**src/rtl/phy_mgmt_pkg.sv**
```systemverilog
package phy_mgmt_pkg;
  localparam int FRAME_BITS = 64;
  localparam int PRE_BITS   = 32;
  localparam int TA_POS     = 46;
  localparam int DATA_POS   = 48;

  function automatic logic [FRAME_BITS-1:0] build_frame(
    input logic        is_wr,
    input logic [4:0]  phy,
    input logic [4:0]  regad,
    input logic [15:0] data
  );
    logic [17:0] tail;
    tail = is_wr ? {2'b10, data} : 18'h3FFFF;
    return {32'hFFFF_FFFF, 2'b01, (is_wr ? 2'b01 : 2'b10), phy, regad, tail};
  endfunction
endpackage

```
**src/rtl/mdc_divider.sv**
```systemverilog
module mdc_divider #(
  parameter int HALF = 40
) (
  input  logic clk,
  input  logic rst_n,
  input  logic run,
  output logic mdc,
  output logic rise_tick,
  output logic fall_tick
);
  localparam int CW = (HALF > 1) ? $clog2(HALF) : 1;
  localparam logic [CW-1:0] LAST = CW'(HALF - 1);

  logic [CW-1:0] cnt_q, cnt_d;
  logic          mdc_q, mdc_d;
  logic          wrap;

  assign wrap = run && (cnt_q == LAST);

  always_comb begin
    cnt_d = cnt_q;
    mdc_d = mdc_q;
    if (!run) begin
      cnt_d = '0;
      mdc_d = 1'b0;
    end else if (wrap) begin
      cnt_d = '0;
      mdc_d = ~mdc_q;
    end else begin
      cnt_d = cnt_q + 1'b1;
    end
  end

  always_ff @(posedge clk or negedge rst_n) begin
    if (!rst_n) begin
      cnt_q <= '0;
      mdc_q <= 1'b0;
    end else begin
      cnt_q <= cnt_d;
      mdc_q <= mdc_d;
    end
  end

  assign mdc       = mdc_q;
  assign rise_tick = wrap && !mdc_q;
  assign fall_tick = wrap && mdc_q;

  // MDC only toggles after a full half-period count
  a_r7_half_period: assert property (@(posedge clk) disable iff (!rst_n)
    (mdc_q != $past(mdc_q)) |-> ($past(cnt_q) == LAST));
endmodule

```
**src/rtl/mdio_frame_engine.sv**
```systemverilog
module mdio_frame_engine
  import phy_mgmt_pkg::*;
#(
  parameter logic [4:0] PHY_ADDR = 5'h01
) (
  input  logic        clk,
  input  logic        rst_n,
  input  logic        start,
  input  logic        start_write,
  input  logic [4:0]  start_reg,
  input  logic [15:0] start_data,
  input  logic        rise_tick,
  input  logic        fall_tick,
  input  logic        mdio_i,
  output logic        busy,
  output logic        done,
  output logic [15:0] rd_data,
  output logic        mdio_o,
  output logic        mdio_oe
);
  localparam int IW = $clog2(FRAME_BITS);
  localparam logic [IW-1:0] LAST_IDX = IW'(FRAME_BITS - 1);

  logic                  busy_q, busy_d;
  logic                  wr_q, wr_d;
  logic [FRAME_BITS-1:0] sr_q, sr_d;
  logic [IW-1:0]         idx_q, idx_d;
  logic [15:0]           rx_q, rx_d;

  assign done = busy_q && fall_tick && (idx_q == LAST_IDX);

  always_comb begin
    busy_d = busy_q;
    wr_d   = wr_q;
    sr_d   = sr_q;
    idx_d  = idx_q;
    rx_d   = rx_q;
    if (start && !busy_q) begin
      busy_d = 1'b1;
      wr_d   = start_write;
      sr_d   = build_frame(start_write, PHY_ADDR, start_reg, start_data);
      idx_d  = '0;
    end else if (busy_q) begin
      if (rise_tick && !wr_q && (idx_q >= IW'(DATA_POS)))
        rx_d = {rx_q[14:0], mdio_i};
      if (fall_tick) begin
        if (idx_q == LAST_IDX) begin
          busy_d = 1'b0;
        end else begin
          idx_d = idx_q + 1'b1;
          sr_d  = {sr_q[FRAME_BITS-2:0], 1'b1};
        end
      end
    end
  end

  always_ff @(posedge clk or negedge rst_n) begin
    if (!rst_n) begin
      busy_q <= 1'b0;
      wr_q   <= 1'b0;
      sr_q   <= '0;
      idx_q  <= '0;
      rx_q   <= '0;
    end else begin
      busy_q <= busy_d;
      wr_q   <= wr_d;
      sr_q   <= sr_d;
      idx_q  <= idx_d;
      rx_q   <= rx_d;
    end
  end

  assign busy    = busy_q;
  assign rd_data = rx_q;
  assign mdio_o  = busy_q ? sr_q[FRAME_BITS-1] : 1'b0;
  assign mdio_oe = busy_q && (wr_q || (idx_q < IW'(TA_POS)));

  // the preamble drives ones on the wire
  a_r4_preamble_ones: assert property (@(posedge clk) disable iff (!rst_n)
    (busy_q && (idx_q < IW'(PRE_BITS))) |-> (mdio_o && mdio_oe));
  // the register stage never launches into a running frame
  a_r6_no_overlap: assert property (@(posedge clk) disable iff (!rst_n)
    start |-> !busy_q);
  // the frame ends after its completion pulse
  a_r2_done_ends: assert property (@(posedge clk) disable iff (!rst_n)
    done |=> !busy_q);
endmodule

```
**src/rtl/phy_access_reg.sv**
```systemverilog
module phy_access_reg (
  input  logic        clk,
  input  logic        rst_n,
  input  logic        wr,
  input  logic [31:0] wdata,
  input  logic        busy,
  input  logic        done,
  input  logic [15:0] rd_data,
  output logic        start,
  output logic        start_write,
  output logic [4:0]  start_reg,
  output logic [15:0] start_data,
  output logic [31:0] rdata
);
  logic        flag_q, flag_d;
  logic        op_q, op_d;
  logic [4:0]  addr_q, addr_d;
  logic [15:0] data_q, data_d;
  logic        unused_bits;

  assign unused_bits = ^wdata[30:21];
  assign start       = wr && !busy;
  assign start_write = wdata[31];
  assign start_reg   = wdata[20:16];
  assign start_data  = wdata[15:0];

  always_comb begin
    flag_d = flag_q;
    op_d   = op_q;
    addr_d = addr_q;
    data_d = data_q;
    if (start) begin
      flag_d = wdata[31];
      op_d   = wdata[31];
      addr_d = wdata[20:16];
      data_d = wdata[15:0];
    end else if (done) begin
      if (op_q) begin
        flag_d = 1'b0;
      end else begin
        flag_d = 1'b1;
        data_d = rd_data;
      end
    end
  end

  always_ff @(posedge clk or negedge rst_n) begin
    if (!rst_n) begin
      flag_q <= 1'b0;
      op_q   <= 1'b0;
      addr_q <= '0;
      data_q <= '0;
    end else begin
      flag_q <= flag_d;
      op_q   <= op_d;
      addr_q <= addr_d;
      data_q <= data_d;
    end
  end

  assign rdata = {flag_q, 10'b0, addr_q, data_q};

  // a host write during an access leaves the address alone
  a_r6_ignore_busy: assert property (@(posedge clk) disable iff (!rst_n)
    (wr && busy) |=> $stable(addr_q));
  // a finished write clears the flag
  a_r2_write_clears: assert property (@(posedge clk) disable iff (!rst_n)
    (done && op_q) |=> !flag_q);
  // a finished read sets the flag and loads the captured data
  a_r3_read_sets: assert property (@(posedge clk) disable iff (!rst_n)
    (done && !op_q) |=> (flag_q && (data_q == $past(rd_data))));
endmodule

```
**src/rtl/phy_mgmt_bridge.sv**
```systemverilog
module phy_mgmt_bridge #(
  parameter int         CLK_HZ      = 200_000_000,
  parameter int         MDC_MAX_HZ  = 2_500_000,
  parameter logic [4:0] PHY_ADDR    = 5'h01
) (
  input  logic        clk,
  input  logic        rst_n,
  input  logic        host_wr,
  input  logic [31:0] host_wdata,
  output logic [31:0] host_rdata,
  output logic        mdc,
  output logic        mdio_o,
  output logic        mdio_oe,
  input  logic        mdio_i
);
  localparam int HALF_RAW = (CLK_HZ + 2 * MDC_MAX_HZ - 1) / (2 * MDC_MAX_HZ);
  localparam int HALF     = (HALF_RAW < 1) ? 1 : HALF_RAW;

  logic        start, start_write, busy, done;
  logic        rise_tick, fall_tick;
  logic [4:0]  start_reg;
  logic [15:0] start_data, rd_data;

  phy_access_reg u_reg (
    .clk(clk), .rst_n(rst_n), .wr(host_wr), .wdata(host_wdata),
    .busy(busy), .done(done), .rd_data(rd_data),
    .start(start), .start_write(start_write), .start_reg(start_reg),
    .start_data(start_data), .rdata(host_rdata)
  );

  mdc_divider #(.HALF(HALF)) u_div (
    .clk(clk), .rst_n(rst_n), .run(busy),
    .mdc(mdc), .rise_tick(rise_tick), .fall_tick(fall_tick)
  );

  mdio_frame_engine #(.PHY_ADDR(PHY_ADDR)) u_eng (
    .clk(clk), .rst_n(rst_n), .start(start), .start_write(start_write),
    .start_reg(start_reg), .start_data(start_data),
    .rise_tick(rise_tick), .fall_tick(fall_tick), .mdio_i(mdio_i),
    .busy(busy), .done(done), .rd_data(rd_data),
    .mdio_o(mdio_o), .mdio_oe(mdio_oe)
  );

  // MDC and the output enable rest low between accesses
  a_r7_idle_quiet: assert property (@(posedge clk) disable iff (!rst_n)
    !busy |-> (!mdc && !mdio_oe));
endmodule

```
**config.mk**
```make
export PLATFORM = sky130hd
export DESIGN_NAME = phy_mgmt_bridge
export DESIGN_NICKNAME = d
export VERILOG_FILES = /design/src/rtl/phy_mgmt_pkg.sv /design/src/rtl/mdc_divider.sv /design/src/rtl/mdio_frame_engine.sv /design/src/rtl/phy_access_reg.sv /design/src/rtl/phy_mgmt_bridge.sv
export SDC_FILE = /design/constraint.sdc
export NUM_CORES = 1
export LEC_CHECK = 0
export CAP_MARGIN = 20
export CORE_UTILIZATION = 51
export DETAILED_ROUTE_END_ITERATION = 10
export GPL_TIMING_DRIVEN = 0
export PLACE_DENSITY = 0.77
export SLEW_MARGIN = 10
export SYNTH_ARGS = -nofsm -noshare
export SYNTH_HDL_FRONTEND = slang
export SYNTH_HIERARCHICAL = 1
export SYNTH_SLANG_ARGS = --single-unit
```
**constraint.sdc**
```tcl
create_clock -name clk -period 3 [get_ports clk]
set_input_delay 0.45 -clock clk [delete_from_list [all_inputs] [get_ports clk]]
set_output_delay 0.45 -clock clk [all_outputs]
set_load 0.05 [all_outputs]
```
== Word-level counts from Yosys, hierarchy flattened ==
Cells that the tools add are included.

* Word-level logic and storage cells: 67
* Register bits after elaboration: 118
* Output and inout bits: 35

* $lt $le $gt $ge: 2
* Bitwise gates (word level): 2
* Equal/unequal tests: 5
* Add/subtract/negate cells: 2
* Reduce and logical (&&, ||, !) cells: 20
* Mux-type cells: 25

{| class="wikitable"
|+ Operators by type and width
! cell !! count
|-
| $mux 64 || 4
|-
| $mux 16 || 3
|-
| $mux 6 || 6
|-
| $mux 17 || 1
|-
| $add 6x1->6 const B || 2
|-
| $eq 6x6->1 const B || 2
|-
| $logic_and 1x1->1 || 10
|-
| $mux 1 || 10
|-
| $ge 6x6->1 const B || 1
|-
| $lt 6x6->1 const B || 1
|-
| $reduce_and 3->1 || 2
|-
| $reduce_bool 2->1 || 3
|-
| $ne 2x1->1 const B || 2
|-
| $logic_not 1->1 || 3
|-
| $mux 2 || 1
|-
| $ne 2x2->1 const B || 1
|-
| $not 1->1 || 2
|-
| $reduce_and 2->1 || 1
|-
| $logic_or 1x1->1 || 1
|}

== Depth between registers and ports, before layout ==
* Depth after elaboration: 7
* Depth in mapped cells: 12

== Hierarchy ==
Netlist, hierarchy kept.

{| class="wikitable"
|+ Modules (own cells, without submodules)
! module !! area an instance (um2) !! sequential area each (um2) !! cells each !! times used
|-
| mdio_frame_engine || 4202.8 || 2202.1 || 380 || 1
|-
| phy_access_reg || 1455.1 || 575.6 || 117 || 1
|-
| mdc_divider || 325.3 || 175.2 || 29 || 1
|}

== Worst setup path after synthesis ==
No wires, ideal clock.

* Path kind: reg-to-reg
* Start point: register u_div.cnt_q[0]
* End point: register u_reg.data_q[0]
* Path buffers: 3
* Arrival: 2.704 ns
* Library setup time: 0.125 ns
* Slack: 0.170 ns
* Stages on the path, launching flop included: 13
* Required time: 2.875 ns
* Cell sequence: dfrtp_1 > ha_1 > nand4b_1 > nor2_1 > and3_1 > buf_2 > nand2_1 > clkbuf_1 > nor3_1 > inv_1 > o21ai_2 > clkbuf_8 > mux2_4

* Longest elaborated chain between the ends: 7

{| class="wikitable"
|+ Ends and longest elaborated chain
! element !! RTL line !! source
|-
| start, declared || mdc_divider.sv:14 || <nowiki>logic [CW-1:0] cnt_q, cnt_d;</nowiki>
|-
| start signal, assigned || mdc_divider.sv:39 || <nowiki>cnt_q <= cnt_d;</nowiki>
|-
| $eq 6x6->1 || mdc_divider.sv:18 || <nowiki>assign wrap = run && (cnt_q == LAST);</nowiki>
|-
| $logic_and 1x1->1 || mdc_divider.sv:18 ||
|-
| $logic_and 1x1->1 || mdc_divider.sv:46 || <nowiki>assign fall_tick = wrap && mdc_q;</nowiki>
|-
| named net fall_tick || phy_mgmt_bridge.sv:20 || <nowiki>logic rise_tick, fall_tick;</nowiki>
|-
| $logic_and 1x1->1 (2 in a row) || mdio_frame_engine.sv:30 || <nowiki>assign done = busy_q && fall_tick && (idx_q == LAST_IDX);</nowiki>
|-
| named net done || phy_mgmt_bridge.sv:19 || <nowiki>logic start, start_write, busy, done;</nowiki>
|-
| $reduce_bool 2->1 (no source line) || - ||
|-
| $reduce_and 2->1 (no source line) || - ||
|-
| end signal, assigned || phy_access_reg.sv:57 || <nowiki>data_q <= data_d;</nowiki>
|-
| end, declared || phy_access_reg.sv:18 || <nowiki>logic [15:0] data_q, data_d;</nowiki>
|}

The timed path passes the listed nets, and every way through them passes these cells.
A chain may end at the register's enable or synchronous reset.

== Final worst setup path ==
* Start point: register u_eng.busy_q (netlist: u_eng/busy)
* End point: output mdio_oe

* Longest elaborated chain between the ends: 1

{| class="wikitable"
|+ Ends and longest elaborated chain
! element !! RTL line !! source
|-
| start, declared || mdio_frame_engine.sv:24 || <nowiki>logic busy_q, busy_d;</nowiki>
|-
| start signal, assigned || mdio_frame_engine.sv:65 || <nowiki>busy_q <= busy_d;</nowiki>
|-
| $logic_and 1x1->1 || mdio_frame_engine.sv:76 || <nowiki>assign mdio_oe = busy_q && (wr_q || (idx_q < IW'(TA_POS)));</nowiki>
|-
| end, declared || phy_mgmt_bridge.sv:13 || <nowiki>output logic mdio_oe,</nowiki>
|}

Every way passes these cells.

==> impl_results.md <==
* Top cell type by total area after synthesis: dfrtp_1
* IO Count at 71
* Layout cells sized above 1 at 0.230
* Switch Pwr at 1.37 mW
* Final setup TNS at 0 ns
* Max-slew violations at 0
* CP Launch Type: flip-flop
* WP data required at 2.55 ns
* CTS tree: built
* Number of synthesized flops with an enable pin at 0
* Worst-path cell chain: clkbuf_1, o31a_1, clkdlybuf4s50_1
* Vias in the first global route at 4370
* Synth top area cells: dfrtp_1, mux2_4, mux2i_1
* Die H at 110 um
* Num CTS Buffers at 17
* Leading cell type in the layout, fill and taps excluded: dfrtp_1
* Synthesized flop and latch total at 118
* Period utilization at 0.977
* Antenna-violating nets left at 0
* Worst setup margin at 0.0680 ns
* WHS at 0.0317 ns
* Core Util, Final at 0.647
* Max Freq at 341 MHz
* Net Sw Frac at 0.268
* Place WS at -0.500 ns
* Via Count at 4329
* Routed vias/inst at 5.70
* Die X-Extent at 110 um
* Highest routed layer: met4
* Gpl congestion at 0.820
* Cells after synthesis at 526
* Status: completed
* Post-synth top flop: dfrtp_1
* Total grt overflow at 0
* Worst hold-check path type: primary input to asynchronous set/reset pin
* Antenna cells at 0
* Register share of total power at 0.398
* CP endpoint kind: output port
* Rel. slew slack at 0.561
* Initial antenna violation count at 1
* Area grow syn2layout at 23.5%
* DP Wirelength at 8670 um
* Clock sinks at 118
* Initial DRC Count at 341
* Finished layout cell area at 7390 um2
* # hold bufs at CTS at 0
* DR WL met2 at 6510 um
* CP peak stage delay at 0.81 ns
* Die area at 12200 um2
* Max IR drop VDD at 0.568 mV
* Data arrival, critical path at 2.48 ns
* Clock Root Buffer: clkbuf_16
* Met3 routed WL at 694 um
* Final WL at 12900 um
* Fin cells at 760
* Synth unique cells at 52
* Pin count of the biggest net entering global routing at 65
* Final setup fails at 0
* Power share of the clock group at 0.427
* Gate power share at 0.175
* Slowest stage cell, crit path: clkdlybuf4s50_1
* Final Skew at 0.00689 ns
* Lkg Pwr at 3.18 nW
* Layout Nets at 644
* CP Class: flip-flop to output port
* Dpl cells at 729
* CTS HTree Levels at 4
* Tot Pwr at 5.13 mW
* Core area at 11400 um2
* Most frequent cells in the layout: dfrtp_1, clkdlybuf4s50_1, nor2_1
* Initial core utilization at 0.524
* Row count at 39
* Clock-pin slew on the worst setup and hold paths at 0.06 ns
* Mapped Avg Cell Area at 11.4 um2
* Clock buffer depth at 2
* First-pass GRT wire length at 20700 um
* # DRC at 0
* Syn. warnings at 6
* Max Cap Violations at 0
* WL met1 at 5430 um
* 1st-pass router iterations at 5
* DR WL/cell at 17.0 um
* Fin crit period at 2.93 ns
* Post-DP Area at 6730 um2
* Gr usage total at 0.229
* Hold Vio Cnt, Final at 0
* Clock Latency Late Sink at 0.41 ns
* Power Density at 694 nW/um2
* Asr flop ratio synth at 1.00
* Maximum fanout along the worst path at 15
* Port Buffer Count at 50
* Slew @ Worst Pin at 0.654 ns
* Area share of the largest cell type after synthesis at 0.494
* Register area share after synthesis at 0.494
* Int Power at 3.75 mW
* RSZ-0062 raised after global routing: yes
* Synth Cell Area at 5980 um2
==> per-layer routing <==
| layer | global-route usage | vias up |
|---|---|---|
| li1 | - | 2005 |
| met1 | 0.271 | 2159 |
| met2 | 0.386 | 136 |
| met3 | 0.0688 | 29 |
| met4 | 0.0977 | 0 |
| met5 | 0 | - |
==> power by group through the flow <==
stage          logic, mW  registers [mW]  clock network (mW)
2_1_floorplan      0.474            2.18                   0
3_3_place_gp       0.866            2.04                   0
3_5_place_dp       0.900            2.06                   0
4_1_cts            0.905            2.04                2.23
5_1_grt            0.976            2.07                2.29
6_report           0.897            2.04                2.19
==> Yosys cell counts (4+ instances only) <==
master	number
a21oi_1	10
a221o_1	6
a2bb2oi_1	16
a31oi_1	17
and2_1	16
and3_1	7
buf_2	11
buf_4	35
buf_6	4
clkbuf_1	23
dfrtp_1	118
inv_1	4
mux2_2	13
mux2_4	36
mux2i_1	32
nand2_1	25
nand3_1	25
nor2_1	41
nor3b_1	16
o211ai_1	21
o21ai_0	7
o31a_1	6
==> layout make-up <==
| type | instances | area, um2 |
|---|---|---|
| Buffer | 75 | 489 |
| Clock buffer | 20 | 457 |
| Clock inverter | 10 | 178 |
| Fill cell | 873 | 4030 |
| Inverter | 5 | 18.8 |
| Multi-Input combinational cell | 337 | 2580 |
| Sequential cell | 118 | 2950 |
| Tap cell | 143 | 179 |
| Timing Repair Buffer | 52 | 539 |
==> sequential cells by signal, indices dropped and copies added, names as in the netlist <==
register,count
u_eng/busy,1
u_reg/data_q,16
u_eng/idx_q,6
u_div/cnt_q,6
u_reg/addr_q,5
u_eng/rd_data,16
u_div/mdc,1
u_reg/flag_q,1
u_reg/op_q,1
u_eng/wr_q,1
u_eng/sr_q,64
==> worst max-delay path, delay by kind of cell, from the launching register on <==
family	cells	cell delay [ns]
AO/OA/AOI/OAI	1	0.25
buffers and inverters	2	1.26
flip-flops	1	0.55
==> timing repair <==
| action | in CTS | in global routing |
|---|---|---|
| buffers inserted | 1 | 0 |
| endpoints found under the hold margin | 0 | 0 |
| gates resized for setup | 4 | 6 |
| endpoints found under the setup margin | 19 | 17 |
| pin swaps | 1 | 2 |
==> path summary, 6_finish.rpt <==
check	startpoint	end	slack [ns]	cells after the start
hold / removal	rst_n	u_reg/data_q[4]$_DFFE_PN0P_	0.03	1
setup / recovery	u_eng/busy$_DFF_PN0_	mdio_oe	0.07	3
setup reg to reg	u_div/cnt_q[0]$_DFF_PN0_	u_reg/data_q[10]$_DFFE_PN0P_	0.18	12
min in group clk	u_reg/addr_q[2]$_DFFE_PN0P_	u_reg/addr_q[2]$_DFFE_PN0P_	0.48	2
hold reg to reg	u_reg/addr_q[2]$_DFFE_PN0P_	u_reg/addr_q[2]$_DFFE_PN0P_	0.48	2
max in group asynchronous	rst_n	u_eng/sr_q[55]$_DFFE_PN0P_	2.28	2
==> logic make-up after synthesis <==
logic type	count (synthesis)	synth area share
XOR/XNOR	3	0.00439
other	1	0.000627
multiplexers	81	0.168
AND/OR/NAND/NOR	145	0.126
adder cells (fa/ha/maj)	2	0.00418
flip-flops	118	0.494
buffers and inverters	80	0.0839
AO/OA/AOI/OAI	96	0.119
Note: power is estimated with default switching activity, not from simulation.
